--- config.mk ---
export PLATFORM = sky130hd
export DESIGN_NAME = bpl_fetch_seq
export DESIGN_NICKNAME = d
export VERILOG_FILES = /design/src/rtl/bpl_fetch_seq.sv
export SDC_FILE = /design/constraint.sdc
export NUM_CORES = 1
export LEC_CHECK = 0
export ABC_AREA = 0
export BUFFER_PORTS_ARGS = -buffer_cell sky130_fd_sc_hd__buf_2
export CAP_MARGIN = 20
export CORE_ASPECT_RATIO = 2
export CORE_MARGIN = 1.5
export CORE_UTILIZATION = 55
export DETAILED_ROUTE_END_ITERATION = 7
export PLACE_DENSITY_LB_ADDON = 0.15
export SLEW_MARGIN = 20
export SYNTH_ARGS = -nofsm -noshare
export SYNTH_HDL_FRONTEND = slang
export SYNTH_SLANG_ARGS = --single-unit
export TNS_END_PERCENT = 50
--- constraint.sdc ---
create_clock -name clk -period 10.7 [get_ports clk]
set_input_delay 0 -clock clk [delete_from_list [all_inputs] [get_ports clk]]
set_output_delay 0 -clock clk [all_outputs]
set_load 0.01 [all_outputs]
--- src/rtl/bpl_fetch_seq.sv ---
module bpl_fetch_seq #(
  parameter int ADDR_W = 20,
  parameter int BEAM_W = 9,
  parameter int WORD_W = 16,
  parameter int NPL    = 6
) (
  input  logic                  clk,
  input  logic                  rst_n,
  input  logic                  reg_we,
  input  logic [3:0]            reg_sel,
  input  logic [WORD_W-1:0]     reg_wdata,
  input  logic                  ctrl_we,
  input  logic [3:0]            ctrl_wdata,
  input  logic                  dma_en,
  input  logic [BEAM_W-1:0]     beam_h,
  input  logic [BEAM_W-1:0]     beam_v,
  input  logic [BEAM_W-1:0]     hstart,
  input  logic [BEAM_W-1:0]     hstop,
  input  logic [BEAM_W-1:0]     vstart,
  input  logic [BEAM_W-1:0]     vstop,
  input  logic                  line_end,
  input  logic                  slot_offer,
  output logic                  slot_grant,
  output logic [ADDR_W-1:0]     mem_addr,
  input  logic [WORD_W-1:0]     mem_rdata,
  output logic                  group_valid,
  output logic [NPL*WORD_W-1:0] group_data
);
  localparam int PTR_W = 2 * WORD_W;
  localparam logic [2:0] IDLE = 3'd7;

  logic [PTR_W-1:0]  ptr_q  [NPL];
  logic [WORD_W-1:0] word_q [NPL];
  logic [2:0] pos_q, cnt_q, pl;
  logic wrap_q, did_q, h_q, v_q, hires_q, valid_q;
  logic h_now, v_now, step, fetch;
  logic [PTR_W-1:0] cur_ptr;

  function automatic logic [2:0] pick(input logic [2:0] p, input logic wr, input logic hr);
    logic [2:0] r;
    r = IDLE;
    if (hr) begin
      if (wr || p[2]) begin
        case (p[1:0])
          2'd0: r = 3'd3;
          2'd1: r = 3'd1;
          2'd2: r = 3'd2;
          default: r = 3'd0;
        endcase
      end
    end else begin
      case (p)
        3'd1: r = 3'd3;
        3'd2: r = 3'd5;
        3'd3: r = 3'd1;
        3'd5: r = 3'd2;
        3'd6: r = 3'd4;
        3'd7: r = 3'd0;
        default: r = IDLE;
      endcase
    end
    return r;
  endfunction

  assign h_now = (h_q || beam_h == hstart) && beam_h != hstop;
  assign v_now = (v_q || beam_v == vstart) && beam_v != vstop;
  assign step  = slot_offer && dma_en && h_now && v_now;
  assign pl    = pick(pos_q, wrap_q, hires_q);
  assign fetch = step && pl != IDLE && pl < cnt_q;

  always_comb begin
    cur_ptr = '0;
    for (int k = 0; k < NPL; k++)
      if (pl == 3'(k)) cur_ptr = ptr_q[k];
  end

  assign slot_grant  = fetch;
  assign mem_addr    = cur_ptr[ADDR_W-1:0];
  assign group_valid = valid_q;

  for (genvar g = 0; g < NPL; g++) begin : g_out
    assign group_data[g*WORD_W +: WORD_W] = word_q[g];
  end

  always_ff @(posedge clk) begin
    if (!rst_n) begin
      pos_q   <= '0;
      wrap_q  <= 1'b0;
      did_q   <= 1'b0;
      h_q     <= 1'b0;
      v_q     <= 1'b0;
      hires_q <= 1'b0;
      cnt_q   <= '0;
      valid_q <= 1'b0;
      for (int k = 0; k < NPL; k++) begin
        ptr_q[k]  <= '0;
        word_q[k] <= '0;
      end
    end else begin
      h_q     <= h_now;
      v_q     <= v_now;
      valid_q <= fetch && pl == 3'd0;
      if (ctrl_we) begin
        cnt_q   <= ctrl_wdata[2:0];
        hires_q <= ctrl_wdata[3];
      end
      if (line_end && (did_q || fetch)) begin
        pos_q  <= '0;
        wrap_q <= 1'b0;
        did_q  <= 1'b0;
      end else if (step) begin
        pos_q <= pos_q + 3'd1;
        if (pos_q == 3'd7) wrap_q <= 1'b1;
        if (fetch) did_q <= 1'b1;
      end
      for (int k = 0; k < NPL; k++) begin
        if (fetch && pl == 3'(k)) word_q[k] <= mem_rdata;
        if (reg_we && reg_sel[3:1] == 3'(k)) begin
          if (reg_sel[0]) ptr_q[k] <= {ptr_q[k][PTR_W-1:WORD_W], reg_wdata};
          else            ptr_q[k] <= {reg_wdata, ptr_q[k][WORD_W-1:0]};
        end else if (fetch && pl == 3'(k)) begin
          ptr_q[k] <= ptr_q[k] + 1'b1;
        end
      end
    end
  end
endmodule


# Word level (Yosys, flattened, before mapping)
# Memories as Yosys holds them, arrays and structs flattened.
# Cells that the tools add are included.
word_totals:
  regBits: 12
  mem_bits_rw: 288
  in_bits: 101
  out_inout_bits: 118
  wordCells: 205
  n_memories: 2
memory_table:
  columns: ["name", "words", "width", "rd", "rd_clocked_by_memory_dff", "write_ports", "line_no", "text"]
  rows:
  - ["ptr_q", 6, 32, 6, 0, 6, "32", "logic [PTR_W-1:0] ptr_q [NPL];"]
  - ["word_q", 6, 16, 6, 0, 6, "33", "logic [WORD_W-1:0] word_q [NPL];"]
op_classes:
  addsub: 7
  magnitude_cmp: 1
  eq_ne: 23
  n_mux: 109
  bitwise_logic: 25
  n_reduce_logical: 30
ops:
  columns: ["cell", "count"]
  rows:
  - ["2-to-1 mux 32 bit", 18]
  - ["adder 32 x 1 -> 32 bit, second input constant", 6]
  - ["2-to-1 mux 20 bit", 6]
  - ["2-to-1 mux 16 bit", 6]
  - ["2-to-1 mux 1 bit", 75]
  - ["OR 1 bit", 24]
  - ["== test 3 bit, second input constant", 7]
  - ["logical AND 1 bit", 20]
  - ["== test 3 x 2 -> 1 bit, second input constant", 6]
  - ["== test 9 bit", 2]
  - ["inequality test 9 bit", 2]
  - ["case mux 3 bit (6 select lines)", 1]
  - ["== test 3 x 1 -> 1 bit, second input constant", 3]
  - ["logical NOT 3 bit", 2]
  - ["2-to-1 mux 3 bit", 2]
  - ["case mux 2 bit (3 select lines)", 1]
  - ["logical OR 1 bit", 4]
  - ["AND reduction 2 bit", 2]
  - ["adder 3 x 1 -> 3 bit, second input constant", 1]
  - ["< comparator 3 bit", 1]
  - ["inequality test 3 bit, second input constant", 1]
  - ["== test 2 x 1 -> 1 bit, second input constant", 1]
  - ["== test 2 bit, second input constant", 1]
  - ["logical NOT 2 bit", 1]
  - ["other kinds (2)", 2]

# Longest topological paths before layout
# Gate-level depths: netlist of the first run.
depth:
  depth_word: 13
  mapped_depth: 15
  depth_no_buf: 12

# Worst setup path after synthesis of the first run
# No wires, ideal clock.
synth_path:
  path_type: "register to register"
  startpoint: "register pos_q[0]"
  endpoint: "memory word_q[2][0] (enable)"
  setup_time_ps: 411
  arrival_ps: 3827
  required_time_ps: 10289
  path_slack_ps: 6462
  path_stages_with_launch: 12
  path_buffers: 3
  period_less_slack_ps: 4238
  cell_sequence: "dfxtp_1 -> ha_1 -> nor3b_1 -> or2_2 -> clkbuf_1 -> o31ai_1 -> inv_1 -> ha_1 -> buf_1 -> a211o_1 -> buf_4 -> o21ai_0"
synth_rtl:
  columns: ["element", "line_no", "text"]
  rows:
  - ["start, declared", "34", "logic [2:0] pos_q, cnt_q, pl;"]
  - ["start signal, assigned", "112", "pos_q <= pos_q + 3'd1;"]
  - ["end, declared", "33", null]

==> results of run 1 <==
==> placed cells by master, fill, tap and decap left out, types with 3 or more instances in the layout <==
master,netlist,layout
nor2_1,44,44
edfxtp_1,216,216
dlygate4sd3_1,0,46
or2_2,3,3
clkbuf_16,0,21
clkbuf_1,42,3
and3_1,69,69
mux2i_1,64,64
nor3_1,19,19
clkinv_2,0,4
nand4_1,21,21
xnor2_1,78,78
a2111oi_4,7,8
nand2_1,133,133
a222oi_1,20,20
and2_1,50,50
o21ai_0,19,17
or3_1,3,3
a21oi_1,53,52
o221ai_1,6,6
a2111o_1,3,3
nor4_1,8,8
nand3_1,99,99
xor2_1,67,67
and4_1,8,8
buf_2,18,218
inv_1,43,43
clkinv_1,2,8
o211ai_1,6,6
o22ai_1,58,58
a211oi_1,3,3
dfxtp_1,12,12
buf_4,3,21
ha_1,15,15
==> through the flow <==
stage	utilization, %	power, mW	std cells
after floorplan	-	1.17	1229
after global placement	61.8	1.27	1677
after detailed placement	61.8	1.28	1677
after CTS	66.5	2.00	1761
after global routing	66.5	2.05	1762
final	66.5	2.00	1762
==> worst max-delay path, delay by kind of cell, from the launching register on <==
kind,cells,cell delay [ps]
AO/OA/AOI/OAI,2,530
AND/OR/NAND/NOR,4,1130
flip-flops,1,420
buffers and inverters,3,1080
adder cells (fa/ha/maj),2,810
==> layer usage <==
metal / global-route usage [%] / part of all wire, % / up-vias
li1: - / - / 5023
met1: 34.9 / 31 / 5314
met2: 63.6 / 51 / 700
met3: 5.40 / 8.0 / 211
met4: 31.4 / 11 / 0
met5: 0 / 0 / -
==> worst max-delay path by stage <==
stage	from	end	slack (ps)	cells past startpoint
floorplan	pos_q[0]	word_q[2][0]	6460	11
global placement	pos_q[1]	word_q[1][13]	6470	11
detailed placement	pos_q[1]	word_q[1][7]	6310	11
CTS	pos_q[1]	word_q[1][8]	6300	11
global route	pos_q[1]	word_q[5][3]	5940	11
finish	pos_q[1]	word_q[1][8]	6290	11
==> repair_timing <==
item | in CTS | in global routing
buffers inserted | 0 | 0
hold buffers | 46 | 0
hold endpoints to repair | 149 | 0
==> flip-flops by register name, summed over array words and instances (netlist names) <==
name         count
word_q          96
h_q              1
ptr_q          120
cnt_q            3
group_valid      1
hires_q          1
did_q            1
pos_q            3
v_q              1
wrap_q           1
==> kinds of logic after synthesis <==
family | count (synthesis) | share of synthesized area, %
xor gates and xnor gates | 145 | 9.69
buffers and inverters | 118 | 3.75
AOI/OAI and AO/OA | 192 | 10.8
adders and majority gates | 16 | 1.52
muxes | 65 | 4.98
DFF | 228 | 51.3
and+or+nand+nor | 465 | 17.9
==> cell type report <==
cell class              count  share of cell area, %
flip-flops and latches    228                   43.4
multi-input cells         883                   38.1
repair buffers            285                   11.0
clock buffers              24                   3.46
well taps                 283                   2.28
inverters                  45                   1.09
clock inverters            14                  0.629
==> cell usage after synthesis (18+ instances only) <==
| master | n |
|---|---|
| a21oi_1 | 53 |
| a222oi_1 | 20 |
| and2_1 | 50 |
| and3_1 | 69 |
| buf_2 | 18 |
| clkbuf_1 | 42 |
| edfxtp_1 | 216 |
| inv_1 | 43 |
| mux2i_1 | 64 |
| nand2_1 | 133 |
| nand3_1 | 99 |
| nand4_1 | 21 |
| nor2_1 | 44 |
| nor3_1 | 19 |
| o21ai_0 | 19 |
| o22ai_1 | 58 |
| xnor2_1 | 78 |
| xor2_1 | 67 |
==> power breakdown <==
| part | switching (mW) | internal (mW) |
|---|---|---|
| logic | 0.113 | 0.0816 |
| registers | 0.0628 | 1.02 |
| clock network | 0.332 | 0.386 |
==> results.md, run 1 <==
* Syn Inst Count at 1229
* H-tree Lvls at 1
* Antenna diodes at 0
* First-pass GRT wire length at 65.8 mm
* Final nets at 1580
* CP most frequent cell: nand2_1
* Final Hold Fails at 1
* Die Wd at 112 µm
* Max Slew Vio Count at 0
* Share of layout cells above drive strength 1 at 19.3%
* Clock Path Buffers at 3
* Leak at 6.34 nW
* Hold Path Cell Cnt at 5
* Final period util at 41.3%
* Pre-CTS setup slack at 6310 ps
* Initial Util at 56.2%
* WS Path Type: register to register
* Number of flops mapped to enable cells by yosys at 216
* Slowest Stage Delay on Critical Path at 620 ps
* Final setup viols at 0
* Setup tns final at 0 ps
* Hold slack at -3.26 ps
* Finished Cell Area at 0.0155 mm²
* Max_cap viols at 0
* Reg2reg start: pos_q[1]
* Fmax at 0.227 GHz
* Failing checks: DRC, hold timing
* WP data arrival at 4500 ps
* Clock Sinks at 228
* CTS Buf Count at 21
* I/O pin cnt at 219
* Area taken by flip-flops and latches at 0.00673 mm²
* Fin worst setup slack at 6290 ps
* Yosys warnings at 0
* Area grow syn2layout at 18.4%
* R2r worst-path depth at 11
* First-pass iteration count of the detailed router at 8
* R2R Setup Slk at 6290 ps
* Seq/Total Area, Yosys at 51.3%
* Critical Path End Type: register
* Vias in the first global route at 11.3k
* Root buffer cell: clkbuf_16
* GRT overflow at 0
* WHS Endpoint: h_q
* TritonCTS clock tree: built
* Overall routed net length at 45.1 mm
* Dominant cell type by area after synthesis: edfxtp_1
* Syn Nets at 1345
* Syn_area_per_cell at 10.7 µm²
* Primary FF master, synth: edfxtp_1
* Fill cells at 1873
* Routed Antenna Nets at 0
* Core area at 0.0233 mm²
* Clk_skew at 15.2 ps
* Max FO, Critical Path at 44
* Share of flip-flops with an asynchronous set or reset at 0%
* Via count at 11.2k
* HP Start: hstop[7]
* CTS resizes at 0
* Placer congestion estimate at 0.980
* Placed inst area at 0.0144 mm²
* Max_slew headroom at 25.4%
* Total track usage at 35.6%
* Via density at 6.38
* R2r endpoint: word_q[1][8]
* Cell Area, Synth at 0.0131 mm²
* Multi-input logic area at 0.00592 mm²
* Floorplan die area at 0.0248 mm²
* Largest net degree at the start of global routing at 49
* Peak supply drop at 0.0937 mV
* Clock latency on the worst-skew pair at 520 ps
* Final min period at 4410 ps
* Critical-path cell list: inv_1 -> ha_1 -> nor3b_1 -> nor4_1 -> a21oi_4 -> buf_4 -> maj3_2 -> a211o_1 -> clkinv_1 -> nand2_1 -> nand2_1
* Hold Crit Class: primary input to register
* CTS clk-pin slew, worst paths at 70 ps
* Critical Path Source Type: register
* DRT iter0 DRCs at 1243
* IO Port Bufs at 218
* Power per cell area at 129 mW/mm²
* Main area contributors after synthesis: edfxtp_1, xnor2_1, mux2i_1, xor2_1, nand2_1
* Post-DP HPWL at 32.5 mm
* Slowest CP cell: maj3_2
* Initial antenna violation count at 1
* Top-area cell type share of the netlist area at 49.5%
* Required time worst endpoint at 10780 ps
* Worst slew pin tran at 1120 ps
* Die Height at 221 µm
* Num rows at 79
* Flops & latches, synth at 228
* Unrepaired setup endpoints after global routing: false
* DRC Markers at 29
* Outcome: finished with violations
* Detailed-route wire length per cell at 25.6 µm
* Yosys cell types at 53
Power figures use the tool's default switching activity.
==> run 2: changes to the inputs <==
ABC_AREA = 1   (was 0)
clock period = 4.3 ns   (was 10.7 ns; I/O delays follow)
==> results.md, run 2 <==
* Outcome: completed
* Peak supply drop at 0.388 mV (+310%)
* Post-DP HPWL at 33.9 mm (+4.3%)
* Placed inst area at 0.0149 mm² (+3.1%)
* Primary FF master, synth: edfxtp_1
* Multi-input logic area at 0.00588 mm² (-0.55%)
* Unrepaired setup endpoints after global routing: false
* Yosys warnings at 0 (unchanged)
* TritonCTS clock tree: built
* Metal3 WL at 3.24 mm (-9.6%)
* Initial Util at 55.7% (-0.45 points)
* Max_cap viols at 0 (unchanged)
* Area grow syn2layout at 18.3% (about the same)
* Required time worst endpoint at 4460 ps (-6320 ps)
* Clock Sinks at 228 (unchanged)
* Fmax at 0.257 GHz
* Metal1 wirelength at 14.4 mm (+3.7%)
* Overall routed net length at 45.6 mm (+1.2%)
* Clock Path Buffers at 3 (unchanged)
* Routed Antenna Nets at 0 (unchanged)
* Hold Crit Class: primary input to register
* Num rows at 81 (+2.5%)
* Syn Inst Count at 1589 (+29%)
* Core area at 0.0243 mm² (+4.3%)
* Met2 Wirelength at 23.0 mm (+0.56%)
* Final setup viols at 0 (unchanged)
* Setup tns final at 0 ps (unchanged)
* Hold slack at 10.4 ps (+13.7 ps)
* Root buffer cell: clkbuf_16
* Final Hold Fails at 0 (-1)
* Most frequent cells in the layout: nand2_1, nor2_1, buf_2
* First-pass iteration count of the detailed router at 6 (-2)
* Top layer in use: met4
* Count leader, synth: nand2_1
* Clk_skew at 17.3 ps (+2.14 ps)
* Main area contributors after synthesis: edfxtp_1, nand2_1, nor2_1, xor2_1, inv_1
* Critical Path Source Type: primary input
* Fin worst setup slack at 402 ps (-5880 ps)
* GRT overflow at 0 (unchanged)
* First-pass GRT wire length at 67.2 mm (+2.1%)
* Vias in the first global route at 12.0k (+6.8%)
* Detailed-route wire length per cell at 21.2 µm (-17%)
* Via count at 12.3k (+9.1%)
* Final min period at 3900 ps
* Antenna diodes at 0 (unchanged)
* Synth top cells by count: nand2_1, nor2_1, edfxtp_1, inv_1, xor2_1
* Commonest non-fill, non-tap cell in the layout: nand2_1
* Leak at 7.09 nW (+12%)
* CTS clk-pin slew, worst paths at 70 ps (about the same)
* Largest Register: ptr_q
* Largest net degree at the start of global routing at 30 (-39%)
* Die Wd at 114 µm (+1.7%)
* Worst slew pin tran at 783 ps (-336 ps)
* Power per cell area at 311 mW/mm² (+140%)
* Share of layout cells above drive strength 1 at 18.2% (-1.1 points)
* Total track usage at 35.7% (+0.18 points)
* Cell Area, Synth at 0.0136 mm² (+3.4%)
* CTS resizes at 0 (unchanged)
* Floorplan die area at 0.0256 mm² (+3.4%)
* Max reg flops at 120 (unchanged)
* Die Height at 225 µm (+1.7%)
* Top-area cell type share of the netlist area at 47.9% (-1.6 points)
* Number of flops mapped to enable cells by yosys at 216 (unchanged)
* Finished Cell Area at 0.0160 mm² (+3.4%)
* CTS Buf Count at 21 (unchanged)
* Max FO, Critical Path at 16 (-64%)
* Max Slew Vio Count at 0 (unchanged)
* Share of flip-flops with an asynchronous set or reset at 0% (unchanged)
* Registers with the most flip-flops: ptr_q x120, word_q x96
* IO Port Bufs at 218 (unchanged)
* Yosys cell types at 50 (-5.7%)
* Via density at 5.70 (-11%)
* DRC Markers at 0 (-100%)
* WS Path Type: primary input to register
* I/O pin cnt at 219 (unchanged)
* Placer congestion estimate at 1.03 (+4.9%)
* Syn_area_per_cell at 8.53 µm² (-20%)
* Syn Nets at 1705 (+27%)
* Critical Path End Type: register
* Max_slew headroom at 47.6% (+22 points)
* Seq/Total Area, Yosys at 49.6% (-1.7 points)
* Flops & latches, synth at 228 (unchanged)
* DRT iter0 DRCs at 990 (-20%)
* Dominant cell type by area after synthesis: edfxtp_1
* Final period util at 90.7%
* Pre-CTS setup slack at 827 ps (-5480 ps)
* Final nets at 1964 (+24%)
* Clock latency on the worst-skew pair at 530 ps (about the same)
* Initial antenna violation count at 0 (-1)
* H-tree Lvls at 1 (unchanged)
* Area taken by flip-flops and latches at 0.00673 mm² (unchanged)
* Fill cells at 2094 (+12%)
* WP data arrival at 4060 ps (-440 ps)
run 2: power breakdown:
group | switching [mW] | total (mW) | internal, mW
combinational | 0.296 | 0.465 | 0.170
sequential | 0.0776 | 2.59 | 2.52
clock | 0.896 | 1.93 | 1.04
run 2: path summary, 6_finish.rpt:
| kind | startpoint | endpoint | slack [ps] | cells after the start |
|---|---|---|---|---|
| worst max-delay path | hstop[2] | ptr_q[5][4] | 400 | 19 |
| worst min-delay path | reg_wdata[4] | ptr_q[3][4] | 10 | 3 |
| worst max register to register | pos_q[0] | ptr_q[1][8] | 830 | 17 |
| worst min register to register | wrap_q | wrap_q | 510 | 2 |
run 2: repair_timing:
item / in CTS / in global routing
buffers inserted: 0 / 6
endpoints found under the hold margin: 115 / 0
setup endpoints to repair: 0 / 95
hold buffers: 44 / 0
run 2: through the flow:
step	cells	power [mW]	utilization [%]
2_1_floorplan	1589	2.85	-
3_3_place_gp	2065	3.06	61.1
3_5_place_dp	2065	3.06	61.1
4_1_cts	2146	4.98	65.7
5_1_grt	2152	5.12	65.9
6_report	2152	4.99	65.9
run 2: critical path: stages:
cell,delay (ps)
dlygate4sd3_1,530
buf_2,130
xnor2_1,110
dlygate4sd3_1,550
nand2_1,60
dlygate4sd3_1,540
nor2_1,50
dlygate4sd3_1,560
nand3_1,110
nand3_2,100
nor2_4,130
buf_12,150
buf_4,140
nand2_2,60
nor2_2,150
inv_1,70
nand3_1,90
nand2_1,60
inv_1,460
run 2: cells by family after synthesis:
kind of cell / count (synthesis) / share of synthesized area, %
AO/OA/AOI/OAI: 187 / 8.14
XOR/XNOR: 129 / 8.34
adder cells (fa/ha/maj): 15 / 1.39
buffers and inverters: 224 / 6.94
flip-flops: 228 / 49.6
multiplexers: 1 / 0.0831
AND/OR/NAND/NOR: 805 / 25.5
run 2: metal layers:
layer	vias to the layer above	track usage, %
met2	618	62.9
met5	-	0
met4	0	32.7
met3	189	5.76
met1	5719	35.2
li1	5745	-
run 2: layout make-up:
class                   instances  share of cell area [%]
clock buffers                  23                    3.32
inverters                     174                    4.07
clock inverters                14                   0.936
flip-flops and latches        228                    42.0
well taps                     290                    2.26
multi-input cells            1137                    36.7
repair buffers                286                    10.8
==> run 3: changes to the inputs <==
CORE_UTILIZATION = 36   (was 55)
==> results.md, run 3 (same netlist as run 2, synthesis figures left out) <==
* IO Port Bufs at 218 (unchanged)
* Total track usage at 25.6% (-10 points)
* GRT overflow at 0 (unchanged)
* Max reg flops at 120 (unchanged)
* Num rows at 100 (+23%)
* Via density at 5.22 (-8.4%)
* Max_slew headroom at 44.4% (-3.2 points)
* CTS clk-pin slew, worst paths at 70 ps (about the same)
* Worst slew pin tran at 829 ps (+46.2 ps)
* Non-Filler Instances at 2316 (+7.6%)
* Fmax at 0.267 GHz (+3.9%)
* Peak supply drop at 0.241 mV (-38%)
* Antenna diodes at 0 (unchanged)
* Die Wd at 140 µm (+23%)
* Overall routed net length at 50.3 mm (+10%)
* Fin worst setup slack at 548 ps (+146 ps)
* CTS Buf Count at 23 (+9.5%)
* Root buffer cell: clkbuf_16
* Max_cap viols at 0 (unchanged)
* Die Height at 277 µm (+23%)
* Vias in the first global route at 12.0k (+0.21%)
* Fill cells at 3693 (+76%)
* First-pass GRT wire length at 73.5 mm (+9.4%)
* First-pass iteration count of the detailed router at 5 (-1)
* WS Path Type: primary input to register
* R2R Setup Slk at 730 ps (-100 ps)
* CP most frequent cell: dlygate4sd3_1
* Critical-path cell list: dlygate4sd3_1 -> buf_2 -> xnor2_1 -> dlygate4sd3_1 -> nand2_1 -> dlygate4sd3_1 -> nor2_1 -> nand3_1 -> nand3_2 -> nor2_4 -> nand4_4 -> nor2_4 -> o21ai_0 -> nand2_1 -> inv_1
* Detailed-route wire length per cell at 21.7 µm (+2.5%)
* Clk_skew at 22.0 ps (+4.64 ps)
* Area grow syn2layout at 20.3%
* Setup tns final at 0 ps (unchanged)
* Max Slew Vio Count at 0 (unchanged)
* Registers with the most flip-flops: ptr_q x120, word_q x96
* Core area at 0.0372 mm² (+53%)
* Clock Sinks at 228 (unchanged)
* Most frequent cells in the layout: nand2_1, nor2_1, buf_2
* Clock Path Buffers at 3 (unchanged)
* Largest Register: ptr_q
* Routed Antenna Nets at 0 (unchanged)
* Slowest CP cell: nor2_4
* Final min period at 3750 ps (-146 ps)
* Initial Util at 36.5% (-19 points)
* Initial antenna violation count at 0 (unchanged)
* Via count at 12.1k (-1.4%)
* TritonCTS clock tree: built
* Pre-CTS setup slack at 803 ps (-23.4 ps)
* DRT iter0 DRCs at 836 (-16%)
* H-tree Lvls at 1 (unchanged)
* Slowest Stage Delay on Critical Path at 580 ps (+20 ps)
* Total power draw at 5.37 mW (+7.6%)
* Max FO, Critical Path at 21 (+5)
* Placed inst area at 0.0151 mm² (+1.4%)
* Commonest non-fill, non-tap cell in the layout: nand2_1
* Post-DP HPWL at 38.4 mm (+13%)
* Unrepaired setup endpoints after global routing: false
* DRC Markers at 0 (unchanged)
* Final nets at 1957 (-0.36%)
* Finished Cell Area at 0.0163 mm² (+1.7%)
* Final period util at 87.2% (-3.4 points)
* Hold Crit Class: primary input to register
* Placer congestion estimate at 0.975 (-5.2%)
* Power per cell area at 330 mW/mm² (+5.8%)
* I/O pin cnt at 219 (unchanged)
* Clock latency on the worst-skew pair at 550 ps (+20 ps)
* Critical Path Source Type: primary input
* WP data arrival at 4050 ps (about the same)
* Critical Path End Type: register
* Leak at 7.11 nW (+0.26%)
* Final setup viols at 0 (unchanged)
* Post-CTS Setup Bufs at 0 (unchanged)
* Floorplan die area at 0.0389 mm² (+52%)
* Reg2reg start: pos_q[0]
* Outcome: completed
* Worst setup path start: hstop[2]
* Share of layout cells above drive strength 1 at 17.9% (-0.22 points)
* Required time worst endpoint at 4600 ps (+140 ps)
* Hold Path Cell Cnt at 3 (unchanged)
* HP Start: reg_wdata[12]
* Final Hold Fails at 0 (unchanged)
* R2r worst-path depth at 17 (unchanged)
* Largest net degree at the start of global routing at 29 (-3.3%)
* Placed insts at 2234 (+8.2%)
-- run 3: cell types whose count changed in the layout (fill, tap and decap cells not counted) --
cell           change
clkbuf_1           +1
clkbuf_16          +2
buf_12             -1
dlygate4sd3_1      -3
clkbuf_8           +1
clkinvlp_4         -2
buf_4              -5
clkinv_1           +2
clkinv_4           -1
bufinv_16          +4
inv_6              -3
-- run 3: critical path, delay by kind of cell --
| kind | cells | cell delay (ps) |
|---|---|---|
| compound gates | 1 | 180 |
| xor+xnor | 1 | 110 |
| buf+inv | 5 | 1790 |
| simple gates | 8 | 1960 |
-- run 3: final timing paths --
| check | to |
|---|---|
| worst max register to register | ptr_q[1][13] |
| worst min-delay path | ptr_q[5][12] |
| worst min register to register | wrap_q |
| worst max-delay path | ptr_q[1][13] |
-- run 3: per-stage QoR --
| step | hold slack, ps | utilization, % |
|---|---|---|
| floorplan | 135 | - |
| global placement | 257 | 40.5 |
| detailed placement | 269 | 40.5 |
| CTS | 3.54 | 43.9 |
| global route | 21.6 | 43.9 |
| finish | 16.1 | 43.9 |
-- run 3: final cells by class --
class / instances / area, µm² / share of cell area (%)
Multi-Input combinational cell: 1137 / 5880 / 36.1
Inverter: 174 / 653 / 4.01
Tap cell: 459 / 574 / 3.52
Clock buffer: 27 / 601 / 3.68
Clock inverter: 14 / 228 / 1.40
Sequential cell: 228 / 6730 / 41.3
Timing Repair Buffer: 277 / 1640 / 10.0
-- run 3: repair_timing --
action                                  CTS  global route
hold buffers                             41             0
hold endpoints to repair                109             0
endpoints found under the setup margin    0             0
gates resized for setup                   0             0
-- run 3: where the power goes --
part	total (mW)	internal, mW	switching [mW]	leakage, nW
Clock	2.29	1.36	0.928	0.403
Combinational	0.475	0.167	0.308	4.38
Sequential	2.61	2.52	0.0885	2.33
Total	5.37	4.05	1.32	7.11
-- run 3: per-layer routing --
metal | GRT usage [%] | up-vias | share of wire, %
met3 | 2.80 | 133 | 4.9
met2 | 49.7 | 497 | 54
met5 | 0 | - | 0
li1 | - | 5740 | -
met1 | 25.6 | 5725 | 34
met4 | 15.6 | 0 | 6.8
